[src/rtl/cpu_flag_reg.sv]
module cpu_flag_reg #(
  parameter int SYNC_STAGES = 2
) (
  input  logic       clk,
  input  logic       rst_n,
  input  logic       acc_wr,
  input  logic [7:0] acc_data,
  input  logic       bin_en,
  input  logic       bin_carry,
  input  logic       bin_ovf,
  input  logic       dec_en,
  input  logic       dec_carry,
  input  logic       shr_en,
  input  logic       shr_link,
  input  logic       sense_a_pin,
  input  logic       sense_b_pin,
  output logic [7:0] stat_rd,
  output logic [2:0] user_flag,
  output logic       carry_in,
  output logic       irq_req
);
  localparam int TOP = SYNC_STAGES - 1;

  logic [2:0]   uf_q;
  logic         ie_q, ov_q, cy_q;
  logic [TOP:0] sa_sync, sb_sync;

  always_ff @(posedge clk or negedge rst_n) begin
    if (!rst_n) begin
      uf_q    <= '0;
      ie_q    <= 1'b0;
      ov_q    <= 1'b0;
      cy_q    <= 1'b0;
      sa_sync <= '0;
      sb_sync <= '0;
    end else begin
      sa_sync <= {sa_sync[TOP-1:0], sense_a_pin};
      sb_sync <= {sb_sync[TOP-1:0], sense_b_pin};
      if (acc_wr) begin
        uf_q <= acc_data[2:0];
        ie_q <= acc_data[3];
        ov_q <= acc_data[6];
        cy_q <= acc_data[7];
      end else if (bin_en) begin
        cy_q <= bin_carry;
        ov_q <= bin_ovf;
      end else if (dec_en) begin
        cy_q <= dec_carry;
      end else if (shr_en) begin
        cy_q <= shr_link;
      end
    end
  end

  assign stat_rd   = {cy_q, ov_q, sb_sync[TOP], sa_sync[TOP], ie_q, uf_q};
  assign user_flag = uf_q;
  assign carry_in  = cy_q;
  assign irq_req   = ie_q & sa_sync[TOP];
endmodule

[config.mk]
export PLATFORM = sky130hd
export DESIGN_NAME = cpu_flag_reg
export DESIGN_NICKNAME = d
export VERILOG_FILES = /design/src/rtl/cpu_flag_reg.sv
export SDC_FILE = /design/constraint.sdc
export NUM_CORES = 1
export LEC_CHECK = 0
export ABC_AREA = 0
export BUFFER_PORTS_ARGS = -buffer_cell sky130_fd_sc_hd__buf_4
export CORE_AREA = 2 2 39 41
export CTS_CLUSTER_SIZE = 24
export DETAILED_ROUTE_END_ITERATION = 6
export DIE_AREA = 0 0 41 43
export MAX_ROUTING_LAYER = met4
export PLACE_DENSITY = 0.69
export SYNTH_ARGS = -nofsm -noshare
export SYNTH_HDL_FRONTEND = slang
export SYNTH_SLANG_ARGS = --single-unit
[constraint.sdc]
create_clock -name clk -period 2.5 [get_ports clk]
set_clock_uncertainty 0.1 [all_clocks]
set_input_delay 0.375 -clock clk [delete_from_list [all_inputs] [get_ports clk]]
set_output_delay 0.375 -clock clk [all_outputs]
set_load 0.01 [all_outputs]
==> metrics.txt <==
Vert. Die Dim 43 microns; remaining global-route overflow 0; CTS tree built; hold path start sense_a_pin; I/O Pins 33; die area 1763 sq um; Hold Crit Class input port to flop; Final period util 56.02%; final std cells w/o fill 75; Final Wtd Congestion 0.5476; vias per cell 4.427; Port Buf Inserts 30; Crit. End Element primary output; number of cells after detailed placement 71; minimum clock period 1.400 ns; Worst-Margin Slew 0.1644 ns; Tot Pwr 0.3635 mW; Sw Ratio 22.73%; WS Path Type flop to primary output; Post-layout nets 81; Yosys top cell area share 57.47%; largest net degree at the start of global routing 11; clock-pin slew on the worst setup and hold paths 0.06 ns; status finished, final reports clean; max-slew violation count 0; Syn Inst Count 34; core area 1384 sq um; CTS H-Tree Depth 1; Max Fclk 714.1 MHz; Reg power frac 50.2%; Antenna Nets Post-Route 0; initial antenna violation count 0; diode count 0; number of global-route vias before repair 327; first-pass GRT wire length 1131 microns; commonest non-fill, non-tap cell in the layout buf_4; count of cell types in the netlist 13; Post-Syn Area 435.4 sq um; syn_nets 54; arrival time worst endpoint 0.93 ns; Die W 41 microns; Hold Fails Final Rpt 0; Worst Setup SP ie_q$_DFFE_PN0P_; internal power 0.2809 mW; peak supply drop 0.2988 mV; most frequent cells in the layout 30 x buf_4, 10 x dfrtp_1, 4 x mux2_2, 3 x clkbuf_4; unrepaired setup endpoints after global routing no; Finish-stage setup viols 0; Mean Syn Cell Area 12.81 sq um; P_leak 0.3265 nW; gr usage total 10.36%; synthesis-to-layout area growth 47.41%; clock sinks 10; combinational cell fraction of total power 22.2%; part of the power in the clock network 27.6%; largest cells by area after synthesis dfrtp_1 57%, buf_4 14%, mux2_2 10%, mux2i_1 4.6%, buf_6 2.6%; post-synthesis sequential area ratio 57.47%; vias 332; CTS root buffer clkbuf_4; maxcap violations 0; WL/cell 10.33 microns; Slew Limit Headroom 89.02%; power per cell area 566.4 nW/um^2; post-cts sizing count 0; setup TNS 0 ns; fraction of layout cells with a size suffix above 1 62.71%; DR iter-0 viols 1; drc violations 0; cts bufs inserted 3; Filler cells 140; CP Launch Type flop; total wire length 775 microns; Req. time, crit path 2.03 ns; Max Root-Sink Buffers 2; Rows 14; Initial Utilization 31.46%; Yosys top cell by area dfrtp_1; DRT Pass-1 Iters 2; Psw 0.08263 mW; Yosys reg bits 10; Ys Warns 0; Skew-Pair Late Insertion Delay 0.25 ns; Worst R2R Start carry_in$_DFFE_PN0P_; crit path max fanout 3
[cell usage after synthesis, drive strengths merged]
| library cell | count |
|---|---|
| inv | 1 |
| and2 | 1 |
| o31a | 1 |
| o21ai | 2 |
| buf | 9 |
| dfrtp | 10 |
| nand2 | 2 |
| mux2 | 4 |
| a21oi | 1 |
| nor3b | 1 |
| mux2i | 2 |
[per-stage QoR]
step,hold WS [ns],setup slack [ns],instance area (sq um),utilization (%)
final,0.1288,1.100,641.9,46.38
after global routing,0.1180,1.058,641.9,46.38
after CTS,0.1213,1.095,641.9,46.38
after detailed placement,0.1090,1.337,609.3,44.03
after global placement,0.1090,1.353,609.3,44.03
after floorplan,-0.02059,1.465,435.4,-
[sequential cells by signal, indices dropped and copies added, names as in the netlist]
name,cells
user_flag,3
sa_sync,2
sb_sync,2
carry_in,1
ie_q,1
ov_q,1
[cell families after synthesis]
logic type | synth area share, %
AOI/OAI and AO/OA | 5.457
buffers and inverters | 17.24
DFF | 57.47
muxes | 14.94
and+or+nand+nor | 4.887
[path summary, 6_finish.rpt]
kind | endpoint | slack, ns | cells past startpoint
max | irq_req | 1.10 | 2
min | sa_sync[0]$_DFF_PN0_ | 0.13 | 1
max reg2reg | carry_in$_DFFE_PN0P_ | 1.46 | 3
min reg2reg | sa_sync[1]$_DFF_PN0_ | 0.25 | 0
max in group asynchronous | ov_q$_DFFE_PN0P_ | 1.77 | 2
min in group asynchronous | sb_sync[0]$_DFF_PN0_ | 0.39 | 2
[power groups by stage]
stage               Clock [mW]  Combinational (mW)  Sequential [mW]
global placement             0              0.0795            0.185
finish                   0.100              0.0807            0.182
detailed placement           0              0.0807            0.186
global route             0.112              0.0887            0.184
CTS                      0.106              0.0821            0.183
floorplan                    0              0.0404            0.187
[area by class of cell]
cell class                 count  area, sq um  area share [%]
timing repair buffer          31        235.2           36.65
sequential                    10        250.2           38.99
inverter                       1        3.754          0.5848
tap                           16        20.02           3.119
multi-input combinational     14        110.1           17.15
clock buffer                   3        22.52           3.509
[critical path, cell delays in order, from the launching register on]
cell     delay [ns]
dfrtp_1        0.38
and2_1         0.16
buf_4          0.14
[per-layer routing]
metal  vias up  part of all wire [%]  global-route usage, %
li1        159                     -                      -
met1       147                    33                  7.458
met2        26                    49                  19.38
met3         0                    19                  3.141
met4         0                     0                  6.000
met5         -                     0                      -
[timing repair]
item,CTS,global route
hold endpoints to repair,10,0
setup buffers,0,0
hold buffers,1,0
Power figures use the tool's default switching activity.
